`src/rtl/temp_reader_pkg.sv`:
```
package temp_reader_pkg;

    typedef enum logic [2:0] {
        LINK_IDLE,
        LINK_SELECT,
        LINK_CMD,
        LINK_TURN,
        LINK_RDATA,
        LINK_DESEL,
        LINK_WAIT
    } link_state_t;

    typedef struct packed {
        logic [3:0] hund;
        logic [3:0] tens;
        logic [3:0] ones;
        logic [3:0] tenth;
        logic       blank_hund;
        logic       blank_tens;
    } temp_digits_t;

    // segment pattern, bit order {g,f,e,d,c,b,a}, active high
    function automatic logic [6:0] seg_pattern(input logic [3:0] d);
        logic [6:0] p;
        case (d)
            4'd0:    p = 7'h3F;
            4'd1:    p = 7'h06;
            4'd2:    p = 7'h5B;
            4'd3:    p = 7'h4F;
            4'd4:    p = 7'h66;
            4'd5:    p = 7'h6D;
            4'd6:    p = 7'h7D;
            4'd7:    p = 7'h07;
            4'd8:    p = 7'h7F;
            4'd9:    p = 7'h6F;
            default: p = 7'h00;
        endcase
        return p;
    endfunction

endpackage

```
`src/rtl/temp_link.sv`:
```
module temp_link
    import temp_reader_pkg::*;
#(
    parameter int HALF_CYCLES = 50,
    parameter int WAIT_CYCLES = 75_000_000,
    parameter int RAW_W       = 12,
    parameter int CMD_W       = 8,
    parameter logic [CMD_W-1:0] CMD_START = 'hEE,
    parameter logic [CMD_W-1:0] CMD_READ  = 'hAA
) (
    input  logic             clk,
    input  logic             rst_n,
    output logic             sel,
    output logic             sclk,
    output logic             dq_o,
    output logic             dq_oe,
    input  logic             dq_i,
    output logic [RAW_W-1:0] result,
    output logic             result_valid
);

    localparam int BIT_CYC = 2 * HALF_CYCLES;
    localparam int PH_W    = (BIT_CYC > 1) ? $clog2(BIT_CYC) : 1;
    localparam int BIT_MAX = (RAW_W > CMD_W) ? RAW_W : CMD_W;
    localparam int BC_W    = $clog2(BIT_MAX + 1);
    localparam int WAIT_W  = $clog2(WAIT_CYCLES + 1);

    link_state_t       state_q, state_d;
    logic [PH_W-1:0]   ph_cnt;
    logic [BC_W-1:0]   bit_cnt;
    logic [WAIT_W-1:0] wait_cnt;
    logic [CMD_W-1:0]  cmd_sh;
    logic [RAW_W-1:0]  data_sh;
    logic              is_read;
    logic              phase_end;
    logic              sample_now;

    assign phase_end  = (ph_cnt == PH_W'(BIT_CYC - 1));
    assign sample_now = (state_q == LINK_RDATA) && (ph_cnt == PH_W'(HALF_CYCLES));

    // next-state logic
    always_comb begin
        state_d = state_q;
        unique case (state_q)
            LINK_IDLE:   state_d = LINK_SELECT;
            LINK_SELECT: if (phase_end) state_d = LINK_CMD;
            LINK_CMD:
                if (phase_end && bit_cnt == BC_W'(CMD_W - 1))
                    state_d = is_read ? LINK_TURN : LINK_DESEL;
            LINK_TURN:   if (phase_end) state_d = LINK_RDATA;
            LINK_RDATA:
                if (phase_end && bit_cnt == BC_W'(RAW_W - 1))
                    state_d = LINK_DESEL;
            LINK_DESEL:  if (phase_end) state_d = LINK_WAIT;
            LINK_WAIT:
                if (wait_cnt == WAIT_W'(WAIT_CYCLES - 1))
                    state_d = LINK_SELECT;
            default:     state_d = LINK_IDLE;
        endcase
    end

    // state register
    always_ff @(posedge clk or negedge rst_n) begin
        if (!rst_n) state_q <= LINK_IDLE;
        else        state_q <= state_d;
    end

    // timing counters
    always_ff @(posedge clk or negedge rst_n) begin
        if (!rst_n) begin
            ph_cnt   <= '0;
            bit_cnt  <= '0;
            wait_cnt <= '0;
        end else begin
            if (state_d != state_q || phase_end ||
                state_q == LINK_WAIT || state_q == LINK_IDLE)
                ph_cnt <= '0;
            else
                ph_cnt <= ph_cnt + 1'b1;

            if (state_d != state_q)
                bit_cnt <= '0;
            else if (phase_end && (state_q == LINK_CMD || state_q == LINK_RDATA))
                bit_cnt <= bit_cnt + 1'b1;

            if (state_q == LINK_WAIT && state_d == LINK_WAIT)
                wait_cnt <= wait_cnt + 1'b1;
            else
                wait_cnt <= '0;
        end
    end

    // shift registers and result hand-off
    always_ff @(posedge clk or negedge rst_n) begin
        if (!rst_n) begin
            cmd_sh       <= '0;
            data_sh      <= '0;
            is_read      <= 1'b0;
            result       <= '0;
            result_valid <= 1'b0;
        end else begin
            if (state_d == LINK_SELECT && state_q != LINK_SELECT)
                cmd_sh <= is_read ? CMD_READ : CMD_START;
            else if (state_q == LINK_CMD && phase_end)
                cmd_sh <= {1'b0, cmd_sh[CMD_W-1:1]};

            if (sample_now)
                data_sh <= {dq_i, data_sh[RAW_W-1:1]};

            result_valid <= 1'b0;
            if (state_q == LINK_DESEL && phase_end) begin
                is_read <= 1'b1;
                if (is_read) begin
                    result       <= data_sh;
                    result_valid <= 1'b1;
                end
            end
        end
    end

    // outputs decoded from state
    always_comb begin
        sel   = 1'b0;
        sclk  = 1'b1;
        dq_o  = 1'b0;
        dq_oe = 1'b0;
        unique case (state_q)
            LINK_IDLE, LINK_WAIT: ;
            LINK_SELECT, LINK_TURN, LINK_DESEL: sel = 1'b1;
            LINK_CMD: begin
                sel   = 1'b1;
                sclk  = (ph_cnt >= PH_W'(HALF_CYCLES));
                dq_o  = cmd_sh[0];
                dq_oe = 1'b1;
            end
            LINK_RDATA: begin
                sel  = 1'b1;
                sclk = (ph_cnt >= PH_W'(HALF_CYCLES));
            end
            default: ;
        endcase
    end

endmodule

```
`src/rtl/temp_convert.sv`:
```
module temp_convert
    import temp_reader_pkg::*;
#(
    parameter int RAW_W  = 12,
    parameter int FRAC_W = 4
) (
    input  logic                   clk,
    input  logic                   rst_n,
    input  logic [RAW_W-1:0]       raw,
    input  logic                   raw_valid,
    output logic [RAW_W-FRAC_W-1:0] host_temp,
    output temp_digits_t           digits
);

    localparam int INT_W = RAW_W - FRAC_W;
    localparam int SCR_W = INT_W + 12;

    logic [INT_W-1:0]    int_part;
    logic [FRAC_W+3:0]   frac_x10;
    logic [3:0]          tenth;
    logic [SCR_W-1:0]    bcd;

    // shift-and-add-3 binary to BCD, three digits
    function automatic logic [SCR_W-1:0] to_bcd(input logic [INT_W-1:0] b);
        logic [SCR_W-1:0] s;
        s = {12'd0, b};
        for (int i = 0; i < INT_W; i++) begin
            for (int d = 0; d < 3; d++) begin
                if (s[INT_W + 4*d +: 4] >= 4'd5)
                    s[INT_W + 4*d +: 4] = s[INT_W + 4*d +: 4] + 4'd3;
            end
            s = s << 1;
        end
        return s;
    endfunction

    always_comb begin
        if (raw[RAW_W-1]) begin
            int_part = '0;
            frac_x10 = '0;
        end else begin
            int_part = raw[RAW_W-1:FRAC_W];
            frac_x10 = (FRAC_W+4)'(raw[FRAC_W-1:0]) * (FRAC_W+4)'(10);
        end
        tenth = 4'(frac_x10 >> FRAC_W);
        bcd   = to_bcd(int_part);
    end

    always_ff @(posedge clk or negedge rst_n) begin
        if (!rst_n) begin
            host_temp <= '0;
            digits    <= '{hund: 4'd0, tens: 4'd0, ones: 4'd0, tenth: 4'd0,
                           blank_hund: 1'b1, blank_tens: 1'b1};
        end else if (raw_valid) begin
            host_temp         <= int_part;
            digits.hund       <= bcd[INT_W+8 +: 4];
            digits.tens       <= bcd[INT_W+4 +: 4];
            digits.ones       <= bcd[INT_W   +: 4];
            digits.tenth      <= tenth;
            digits.blank_hund <= (bcd[INT_W+8 +: 4] == 4'd0);
            digits.blank_tens <= (bcd[INT_W+4 +: 8] == 8'd0);
        end
    end

endmodule

```
`src/rtl/temp_display.sv`:
```
module temp_display
    import temp_reader_pkg::*;
#(
    parameter int MUX_CYCLES = 100_000,
    parameter int NUM_DIG    = 4
) (
    input  logic               clk,
    input  logic               rst_n,
    input  temp_digits_t       digits,
    output logic [6:0]         seg_n,
    output logic               dp_n,
    output logic [NUM_DIG-1:0] dig_en_n
);

    localparam int MC_W  = (MUX_CYCLES > 1) ? $clog2(MUX_CYCLES) : 1;
    localparam int IDX_W = $clog2(NUM_DIG);

    logic [MC_W-1:0]  mux_cnt;
    logic [IDX_W-1:0] idx;
    logic [6:0]       pat;
    logic             dp_on;

    always_ff @(posedge clk or negedge rst_n) begin
        if (!rst_n) begin
            mux_cnt <= '0;
            idx     <= '0;
        end else if (mux_cnt == MC_W'(MUX_CYCLES - 1)) begin
            mux_cnt <= '0;
            idx     <= (idx == IDX_W'(NUM_DIG - 1)) ? '0 : idx + 1'b1;
        end else begin
            mux_cnt <= mux_cnt + 1'b1;
        end
    end

    always_comb begin
        pat   = 7'h00;
        dp_on = 1'b0;
        case (idx)
            IDX_W'(0): pat = seg_pattern(digits.tenth);
            IDX_W'(1): begin
                pat   = seg_pattern(digits.ones);
                dp_on = 1'b1;
            end
            IDX_W'(2): pat = digits.blank_tens ? 7'h00 : seg_pattern(digits.tens);
            IDX_W'(3): pat = digits.blank_hund ? 7'h00 : seg_pattern(digits.hund);
            default:   pat = 7'h00;
        endcase
        seg_n = ~pat;
        dp_n  = ~dp_on;
    end

    for (genvar k = 0; k < NUM_DIG; k++) begin : g_en
        assign dig_en_n[k] = (idx != IDX_W'(k));
    end

endmodule

```
`src/rtl/temp_reader_top.sv`:
```
module temp_reader_top
    import temp_reader_pkg::*;
#(
    parameter int HALF_CYCLES = 50,
    parameter int WAIT_CYCLES = 75_000_000,
    parameter int MUX_CYCLES  = 100_000
) (
    input  logic       clk,
    input  logic       rst_n,
    output logic       sens_sel,
    output logic       sens_sclk,
    output logic       sens_dq_o,
    output logic       sens_dq_oe,
    input  logic       sens_dq_i,
    output logic [7:0] host_temp,
    output logic [6:0] seg_n,
    output logic       dp_n,
    output logic [3:0] dig_en_n
);

    localparam int RAW_W  = 12;
    localparam int FRAC_W = 4;

    logic [RAW_W-1:0] raw;
    logic             raw_valid;
    temp_digits_t     digits;

    temp_link #(
        .HALF_CYCLES (HALF_CYCLES),
        .WAIT_CYCLES (WAIT_CYCLES),
        .RAW_W       (RAW_W),
        .CMD_W       (8),
        .CMD_START   (8'hEE),
        .CMD_READ    (8'hAA)
    ) u_link (
        .clk          (clk),
        .rst_n        (rst_n),
        .sel          (sens_sel),
        .sclk         (sens_sclk),
        .dq_o         (sens_dq_o),
        .dq_oe        (sens_dq_oe),
        .dq_i         (sens_dq_i),
        .result       (raw),
        .result_valid (raw_valid)
    );

    temp_convert #(
        .RAW_W  (RAW_W),
        .FRAC_W (FRAC_W)
    ) u_conv (
        .clk       (clk),
        .rst_n     (rst_n),
        .raw       (raw),
        .raw_valid (raw_valid),
        .host_temp (host_temp),
        .digits    (digits)
    );

    temp_display #(
        .MUX_CYCLES (MUX_CYCLES),
        .NUM_DIG    (4)
    ) u_disp (
        .clk      (clk),
        .rst_n    (rst_n),
        .digits   (digits),
        .seg_n    (seg_n),
        .dp_n     (dp_n),
        .dig_en_n (dig_en_n)
    );

endmodule

```
`config.mk`:
```
export PLATFORM = sky130hd
export DESIGN_NAME = temp_reader_top
export DESIGN_NICKNAME = d
export VERILOG_FILES = /design/src/rtl/temp_reader_pkg.sv /design/src/rtl/temp_link.sv /design/src/rtl/temp_convert.sv /design/src/rtl/temp_display.sv /design/src/rtl/temp_reader_top.sv
export SDC_FILE = /design/constraint.sdc
export NUM_CORES = 1
export LEC_CHECK = 0
export BUFFER_PORTS_ARGS = -buffer_cell sky130_fd_sc_hd__clkbuf_2
export CAP_MARGIN = 15
export CORE_ASPECT_RATIO = 0.9
export CORE_MARGIN = 3
export CORE_UTILIZATION = 65
export CTS_BUF_LIST = sky130_fd_sc_hd__clkbuf_8
export DETAILED_ROUTE_END_ITERATION = 7
export PLACE_DENSITY = 0.83
export SLEW_MARGIN = 20
export SYNTH_ARGS = -nofsm -noshare
export SYNTH_HDL_FRONTEND = slang
export SYNTH_SLANG_ARGS = --single-unit
export TNS_END_PERCENT = 5
```
`constraint.sdc`:
```
create_clock -name clk -period 11.1 [get_ports clk]
set_clock_uncertainty 0.1 [all_clocks]
set_input_delay 1.665 -clock clk [delete_from_list [all_inputs] [get_ports clk]]
set_output_delay 1.665 -clock clk [all_outputs]
set_load 0.01 [all_outputs]
```
## After elaboration in Yosys (flattened, before gate mapping)

Memory sizes are Yosys's and may differ from the RTL's.
Index checks and enable logic that the tools add are counted.

| operators by class | value |
|---|---|
| add/subtract/negate cells | 23 |
| $mul | 1 |
| magnitude comparators | 19 |
| equal/unequal tests | 22 |
| multiplexer cells | 47 |
| bitwise logic cells | 2 |
| reduce and logical (&&, ||, !) cells | 22 |

Operator list:

| kind | number |
|---|---|
| 4-bit by 3-bit >= comparator with 1-bit output, second input constant | 15 |
| 4-bit 2-to-1 mux | 15 |
| 4-bit by 2-bit adder with 4-bit output, second input constant | 11 |
| 3-bit 2-to-1 mux | 12 |
| 7-bit 2-to-1 mux | 5 |
| 7-bit case mux with 4 select lines | 1 |
| 27-bit by 1-bit adder with 27-bit output, second input constant | 1 |
| 27-bit == test, second input constant | 1 |
| 27-bit 2-to-1 mux | 1 |
| 8-bit 2-to-1 mux | 3 |
| 3-bit case mux with 7 select lines | 1 |
| 17-bit by 1-bit adder with 17-bit output, second input constant | 1 |
| 17-bit == test, second input constant | 1 |
| 17-bit 2-to-1 mux | 1 |
| 3-bit by 2-bit adder with 3-bit output, second input constant | 4 |
| 3-bit == test, second input constant | 4 |
| 1-bit logical AND | 8 |
| 8-bit zero test | 1 |
| 7-bit by 1-bit adder with 7-bit output, second input constant | 1 |
| 7-bit by 6-bit == test with 1-bit output, second input constant | 1 |
| 7-bit == test, second input constant | 1 |
| 7-bit by 6-bit >= comparator with 1-bit output, second input constant | 1 |
| 4-bit by 3-bit multiplier with 7-bit output, second input constant | 1 |
| 1-bit 2-to-1 mux | 7 |
| 27 further kinds | 38 |

| word-level totals | value |
|---|---|
| register bits after elaboration | 120 |
| ROM bits | 448 |
| bits of input ports | 3 |
| output and inout bits | 24 |
| memories kept | 4 |

Memory list:

| name | words | width | rd ports | clocked after memory_dff | write ports | line | source |
|---|---|---|---|---|---|---|---|
| (name not given) | 16 | 7 | 1 | 0 | 0 | temp_reader_pkg.sv:25 | `case (d)` |
| (name not given) | 16 | 7 | 1 | 0 | 0 | temp_reader_pkg.sv:25 |  |
| (name not given) | 16 | 7 | 1 | 0 | 0 | temp_reader_pkg.sv:25 |  |
| (name not given) | 16 | 7 | 1 | 0 | 0 | temp_reader_pkg.sv:25 |  |

## Longest topological paths before layout

| depth | value |
|---|---|
| depth after elaboration | 15 |
| depth in mapped cells | 24 |

## Cells and area by module

A second synthesis with hierarchy kept.

| unflattened totals | value |
|---|---|
| cells, all modules | 741 |
| area, all modules | 7213.2 µm² |

Modules (own cells, without submodules):

| module | instances | cells each | area an instance (µm²) |
|---|---|---|---|
| temp_link | 1 | 325 | 3582.2 |
| temp_display | 1 | 217 | 1850.5 |
| temp_convert | 1 | 199 | 1780.5 |

## Worst setup path after synthesis

OpenSTA, ideal clock, no wires.

| path | value |
|---|---|
| path type | reg-to-reg |
| start | register u_link.result[11] |
| end | register u_conv.digits[0] (netlist name) |
| arrival | 4.460 ns |
| data required time | 10.904 ns |
| setup slack | 6.444 ns |
| cell stages (with the launch flop) | 23 |
| buffers on the path | 0 |
| cell sequence | dfrtp_1 > nand2b_1 > ha_1 > inv_1 > ha_1 > or4b_1 > nand2_1 > inv_1 > ha_1 > nor2b_1 > o311a_1 > xnor2_1 > ha_1 > nand2b_1 > nand2_1 > mux2i_1 > inv_1 > ha_1 > inv_1 > ha_1 > nand2b_1 > mux2_2 > o32ai_1 |

| between the ends | value |
|---|---|
| word-level cells in the longest chain between the ends | 14 |
| elaborated cells on any way between the ends | 47 |
| classes of those cells | 15 x add/sub; 15 x order compare; 16 x mux; 1 x reduce/logical |

Ends and longest elaborated chain:

| element | line | source |
|---|---|---|
| start, declared | temp_link.sv:18 | `output logic [RAW_W-1:0] result,` |
| start signal, assigned | temp_link.sv:114 | `result <= data_sh;` |
| 7-bit 2-to-1 mux * | temp_convert.sv:38 | `if (raw[RAW_W-1]) begin` |
| 4-bit by 2-bit adder with 4-bit output / 4-bit by 3-bit >= comparator with 1-bit output (equally long branches) | temp_convert.sv:30, temp_convert.sv:29 |  |
| 4-bit 2-to-1 mux | temp_convert.sv:29 | `if (s[INT_W + 4*d +: 4] >= 4'd5)` |
| 4-bit by 2-bit adder with 4-bit output / 4-bit by 3-bit >= comparator with 1-bit output (equally long branches) | temp_convert.sv:30, temp_convert.sv:29 |  |
| 4-bit 2-to-1 mux | temp_convert.sv:29 |  |
| 4-bit by 2-bit adder with 4-bit output, or another cell as far along | temp_convert.sv:30 | `s[INT_W + 4*d +: 4] = s[INT_W + 4*d +: 4] + 4'd3;` |
| 4-bit 2-to-1 mux / 3-bit 2-to-1 mux (equally long branches) | temp_convert.sv:29 |  |
| 4-bit by 2-bit adder with 4-bit output, or another cell as far along | temp_convert.sv:30 |  |
| 4-bit 2-to-1 mux / 3-bit 2-to-1 mux (equally long branches) | temp_convert.sv:29 |  |
| 4-bit by 2-bit adder with 4-bit output, or another cell as far along | temp_convert.sv:30 |  |
| 4-bit 2-to-1 mux / 3-bit 2-to-1 mux (equally long branches) | temp_convert.sv:29 |  |
| 4-bit by 2-bit adder with 4-bit output, or another cell as far along | temp_convert.sv:30 |  |
| 4-bit 2-to-1 mux / 3-bit 2-to-1 mux (equally long branches) | temp_convert.sv:29 |  |
| 8-bit zero test * | temp_convert.sv:61 | `digits.blank_tens <= (bcd[INT_W+4 +: 8] == 8'd0);` |

Mark *: on every way between the ends. The rest lies on a longest branch, timed or not.
A chain may end at the register's enable or synchronous reset.

## Worst setup path after layout

| path | value |
|---|---|
| start | register u_link.result[11] |
| end | register u_conv.digits[0] (netlist name) |

| between the ends | value |
|---|---|
| word-level cells in the longest chain between the ends | 14 |
| elaborated cells on any way between the ends | 47 |
| classes of those cells | 15 x add/sub; 15 x order compare; 16 x mux; 1 x reduce/logical |

Ends and longest elaborated chain:

| element | line |
|---|---|
| 7-bit 2-to-1 mux * | temp_convert.sv:38 |
| 4-bit by 2-bit adder with 4-bit output / 4-bit by 3-bit >= comparator with 1-bit output (equally long branches) | temp_convert.sv:30, temp_convert.sv:29 |
| 4-bit 2-to-1 mux | temp_convert.sv:29 |
| 4-bit by 2-bit adder with 4-bit output / 4-bit by 3-bit >= comparator with 1-bit output (equally long branches) | temp_convert.sv:30, temp_convert.sv:29 |
| 4-bit 2-to-1 mux | temp_convert.sv:29 |
| 4-bit by 2-bit adder with 4-bit output, or another cell as far along | temp_convert.sv:30 |
| 4-bit 2-to-1 mux / 3-bit 2-to-1 mux (equally long branches) | temp_convert.sv:29 |
| 4-bit by 2-bit adder with 4-bit output, or another cell as far along | temp_convert.sv:30 |
| 4-bit 2-to-1 mux / 3-bit 2-to-1 mux (equally long branches) | temp_convert.sv:29 |
| 4-bit by 2-bit adder with 4-bit output, or another cell as far along | temp_convert.sv:30 |
| 4-bit 2-to-1 mux / 3-bit 2-to-1 mux (equally long branches) | temp_convert.sv:29 |
| 4-bit by 2-bit adder with 4-bit output, or another cell as far along | temp_convert.sv:30 |
| 4-bit 2-to-1 mux / 3-bit 2-to-1 mux (equally long branches) | temp_convert.sv:29 |
| 8-bit zero test * | temp_convert.sv:61 |

Marks and branches as above.

==> results <==
- The wire length of the first global-routing pass is 22200 µm.
- From left edge to right edge, the die measures 112 µm.
- The post-layout utilization of the core is about three quarters.
- By area the synthesized netlist is led by sky130_fd_sc_hd__dfrtp_1 (43%), sky130_fd_sc_hd__ha_1 (7.2%), sky130_fd_sc_hd__nor2_1 (5.0%).
- The time the final worst path needs with I/O delays and setup is 5.46 ns.
- Among the stages of the critical path, the cell type that occurs most often is sky130_fd_sc_hd__ha_1.
- The clock insertion delay at the later pin of the skew report is approximately 0.42 ns.
- The number of antenna violations at the first check in global routing is 0.
- The sum of buffers and inverters on the critical path is 4.
- TritonCTS built the clock tree.
- The remaining antenna violation count after routing is 0.
- During placement, the flow inserted port buffers numbering 25.
- Leaving out filler cells and counting taps, the final layout contains between 800 and 900.
- After the last flow step, the layout net total stands at around 770.
- The number of antenna diodes in the final layout is 0.
- The cell area that synthesis handed to floorplanning was roughly 0.0066 mm².
- The checks that failed: design-rule violations.
- The number of hold violations in the final report came to 0.
- For this run the aggregate overflow at the end of global routing stands at 0.
- In this run the power density over the cells is 117 mW/mm².
- The hold buffer count at cts is 0.
- In this run the static leakage power is 3.25 nW.
- Counting flops with an async set or reset pin after synthesis yields a share of 100%.
- The post-route netlist has about an eighth of its cells at a drive strength greater than 1.
- The primary flip-flop cell chosen by synthesis mapping is sky130_fd_sc_hd__dfrtp_1.
- After detailed routing, the number of remaining DRC violations is 3.
- Setup violations remaining at the end of the flow were counted as 0.
- The height of the die is 101 µm.
- The nature of the critical path endpoint is a flip-flop.
- The clock tree synthesis step divided the H-tree into 4 levels.
- The instance count along the most critical hold path is 2.
- The number of synthesized flops with an enable pin is 0.
- In this run, synthesis produced a sequential element count of between 100 and 150.
- The number of buffers inserted during clock tree synthesis is 17.
- The synthesized area per cell is slightly above 9 µm².
- The number of vias per cell is around 5.7.
- The number of maximum-capacitance violations is 0.
- The max-slew violation count is 0.
- The largest stage delay on the critical path is 0.63 ns.
- The worst setup path is of the reg -> reg kind.
- The via count of the first global-routing pass is a little under 5000.
- Counting tap cells, the placed design contains a total of around 830 instances.
- The fmax is 183 MHz.
- Setup repair after global routing left no endpoint under its margin.
- For this block, the initial DRC count from the detailed router was between 300 and 400.
- The peak fanout along the critical path is 17.
- The post-CTS resize count is 0.
- The path type of the worst min-delay path is reg -> reg.
- Wires add up to 12900 µm.
- Summed over all failing endpoints, the final setup total negative slack is 0 ns.
- Counting buffers and inverters, the worst setup path is 22 cells deep.
- The critical path goes through nand2b_1 > ha_1 > inv_1 > ha_1 > or4b_1 > nand2_1 > inv_1 > ha_1 > nor2b_1 > o311a_1 > xnor2_1 > ha_1 > nand2b_1 > nand2_1 > mux2i_1 > inv_1 > ha_1 > inv_1 > ha_1 > nand2b_1 > mux2_2 > o32ai_1.
- The area growth from synthesis to layout is 9.41%.
- After synthesis, flip-flops and latches occupy approximately 44% of the total area.
- Fill cells in the final layout number roughly 700.
- The number of nets produced by synthesis is between 700 and 800.
- Headroom to the max-slew limit came out at between 30 and 40%.
- The depth of the worst register-to-register path is 22.
- The total iterations of the first detailed-routing run is 8.
- The dominant cell type by area after synthesis is sky130_fd_sc_hd__dfrtp_1.
- For the pin with the worst max-slew slack, the measured transition is ~1.0 ns.
- The clock tree root buffer cell is sky130_fd_sc_hd__clkbuf_8.
- The tightest hold path in the finished design has a slack of ~0.38 ns.
- Routability-driven placement finished with a final weighted congestion of between 0.9 and 1.
- Yosys printed 0 warnings.
- Across every metal layer, demand over resource in global routing totals 23.9%.
- 27 I/O pins were placed.
- The largest voltage drop on the vdd net is 0.104 mV.
- The proportion of netlist area held by the largest area contributor is between 40% and 50%.
- The number of sinks on the clock net is ~120.
- Dividing the detail-routed wire length by the instance count gives 14.9 µm.
- The synthesized netlist contains 66 unique library cells.
- The deepest clock path buffer count is 2.
- For the worst setup path, the data required time is between 10 and 15 ns.
- The largest individual stage delay along the critical path comes from the cell sky130_fd_sc_hd__dfrtp_1.
- Across all layers, the routed design uses a little under 5000 vias.
- The clock-pin transition on the worst setup and hold timing paths is approximately 0.07 ns.
- After detailed placement, the total cell area comes to approximately 0.0068 mm².
- The finished cells cover between 0.007 and 0.008 mm².
- After synthesis, the most frequently instantiated cells are sky130_fd_sc_hd__dfrtp_1 (113), sky130_fd_sc_hd__nor2_1 (87), sky130_fd_sc_hd__nand2_1 (83).
- The post-synthesis instance total is around 700.
- The die footprint is approximately 0.011 mm².
- The startpoint type of the worst setup path is a flip-flop.
- In this run the core area contains 34 standard-cell rows.
- The HPWL after detailed placement is around 9000 µm.
- The flow ran to the end, but the final reports show violations.
- The initial utilization of the core area, before any placement, comes to about two thirds.
- The post-CTS setup-driven buffer insertion count is 0.
- The core box area is 0.00974 mm².
- The post-route fraction of the period consumed by the critical path is between 40% and 50%.
- STA puts the critical path data arrival time at around 5.7 ns.
- In the post-synthesis netlist, the cell with the most instances is sky130_fd_sc_hd__dfrtp_1.
- The cell family with the largest share of critical-path delay is simple AND/OR/NAND/NOR gates.
- The largest net degree at the start of global routing is 63.
## worst register-to-register path, stage by stage (launching register included)
cell                       delay (ns)
sky130_fd_sc_hd__dfrtp_1         0.63
sky130_fd_sc_hd__nand2b_1        0.25
sky130_fd_sc_hd__ha_1            0.17
sky130_fd_sc_hd__inv_1           0.04
sky130_fd_sc_hd__ha_1            0.25
sky130_fd_sc_hd__or4b_1          0.56
sky130_fd_sc_hd__nand2_1         0.14
sky130_fd_sc_hd__inv_1           0.09
sky130_fd_sc_hd__ha_1            0.23
sky130_fd_sc_hd__nor2b_1         0.17
sky130_fd_sc_hd__o311a_1         0.37
sky130_fd_sc_hd__xnor2_1         0.26
sky130_fd_sc_hd__ha_1            0.18
sky130_fd_sc_hd__nand2b_1        0.16
sky130_fd_sc_hd__nand2_1         0.08
sky130_fd_sc_hd__mux2i_1         0.37
sky130_fd_sc_hd__inv_1           0.09
sky130_fd_sc_hd__ha_1            0.20
sky130_fd_sc_hd__inv_1           0.06
sky130_fd_sc_hd__ha_1            0.23
sky130_fd_sc_hd__nand2b_1        0.14
sky130_fd_sc_hd__mux2_2          0.27
sky130_fd_sc_hd__o32ai_1         0.32
## per-layer routing
layer / share of wire, % / up-vias / track usage (%)
met5: 0 / - / 0
met4: 1.5 / 0 / 9.33
met3: 3.9 / 20 / 4.78
met2: 49 / 118 / 40.6
met1: 46 / 2376 / 30.6
li1: - / 2446 / -
## layout make-up
class / instances / area (µm²) / share of cell area (%)
multi-input combinational: 523 / 3430 / 47.7
sequential: 115 / 2880 / 40.1
clock buffer: 20 / 275 / 3.83
tap: 126 / 158 / 2.19
clock inverter: 12 / 155 / 2.16
inverter: 40 / 150 / 2.09
timing repair buffer: 27 / 143 / 1.98
## cell usage in the layout (no fill, tap or decap), drive strengths merged, types with 3 or more instances in the layout
cell / netlist / layout
and3: 10 / 10
o221ai: 3 / 3
nand2: 83 / 83
o22ai: 8 / 8
nor2: 87 / 87
a21oi: 28 / 28
nand3b: 5 / 5
and2: 5 / 5
o21ai: 39 / 39
bufinv: 0 / 3
mux2i: 11 / 11
ha: 38 / 38
nand2b: 14 / 14
clkinv: 0 / 3
clkinvlp: 0 / 4
nor4: 4 / 4
a211o: 3 / 3
nor4b: 4 / 4
nor2b: 10 / 10
xnor2: 27 / 27
or3: 7 / 7
inv: 40 / 42
dfrtp: 113 / 113
nand3: 30 / 30
nand4: 11 / 11
xor2: 23 / 23
mux2: 26 / 26
nor3: 7 / 7
clkbuf: 17 / 44
o211ai: 4 / 4
buf: 9 / 3
## cells by family after synthesis
kind of cell | share of synthesized area, %
AND/OR/NAND/NOR | 21.1
multiplexers | 6.13
adder cells (fa/ha/maj) | 7.54
flip-flops | 43.8
AO/OA/AOI/OAI | 10.6
other | 0.0571
buffers and inverters | 4.00
XOR/XNOR | 6.66
## flip-flops by register name, indices dropped and copies added, names as in the netlist
signal	flops
u_link.wait_cnt	27
u_link.state_q	3
u_link.is_read	1
u_conv.digits	15
u_link.data_sh	12
u_link.bit_cnt	4
u_disp.mux_cnt	17
u_link.result	12
u_disp.idx	2
u_link.cmd_sh	8
u_conv.host_temp	6
u_link.result_valid	1
u_link.ph_cnt	7
## worst paths after layout
kind                       slack (ns)                           from                      endpoint
min                              0.38  u_link.data_sh[0]$_DFFE_PN0P_  u_link.result[0]$_DFFE_PN0P_
max reg2reg                      5.64  u_link.result[11]$_DFFE_PN0P_  u_conv.digits[0]$_DFFE_PN1P_
max in group asynchronous        8.53                          rst_n    u_link.ph_cnt[4]$_DFF_PN0_
min reg2reg                      0.38  u_link.data_sh[0]$_DFFE_PN0P_  u_link.result[0]$_DFFE_PN0P_
min in group asynchronous        1.16                          rst_n  u_conv.digits[8]$_DFFE_PN0P_
max                              5.64  u_link.result[11]$_DFFE_PN0P_  u_conv.digits[0]$_DFFE_PN1P_
## stage by stage
| stage | power [mW] | setup slack, ns |
|---|---|---|
| 5_1_grt | 0.868 | 5.33 |
| 6_report | 0.838 | 5.64 |
| 4_1_cts | 0.845 | 5.69 |
| 2_1_floorplan | 0.428 | 6.44 |
| 3_5_place_dp | 0.436 | 5.74 |
| 3_3_place_gp | 0.436 | 6.00 |
## power by group
part | internal, mW | total [mW] | switching [mW]
sequential | 0.419 | 0.419 | 0.000150
clock | 0.240 | 0.410 | 0.170
combinational | 0.000701 | 0.00850 | 0.00779
Power figures use the tool's default switching activity.
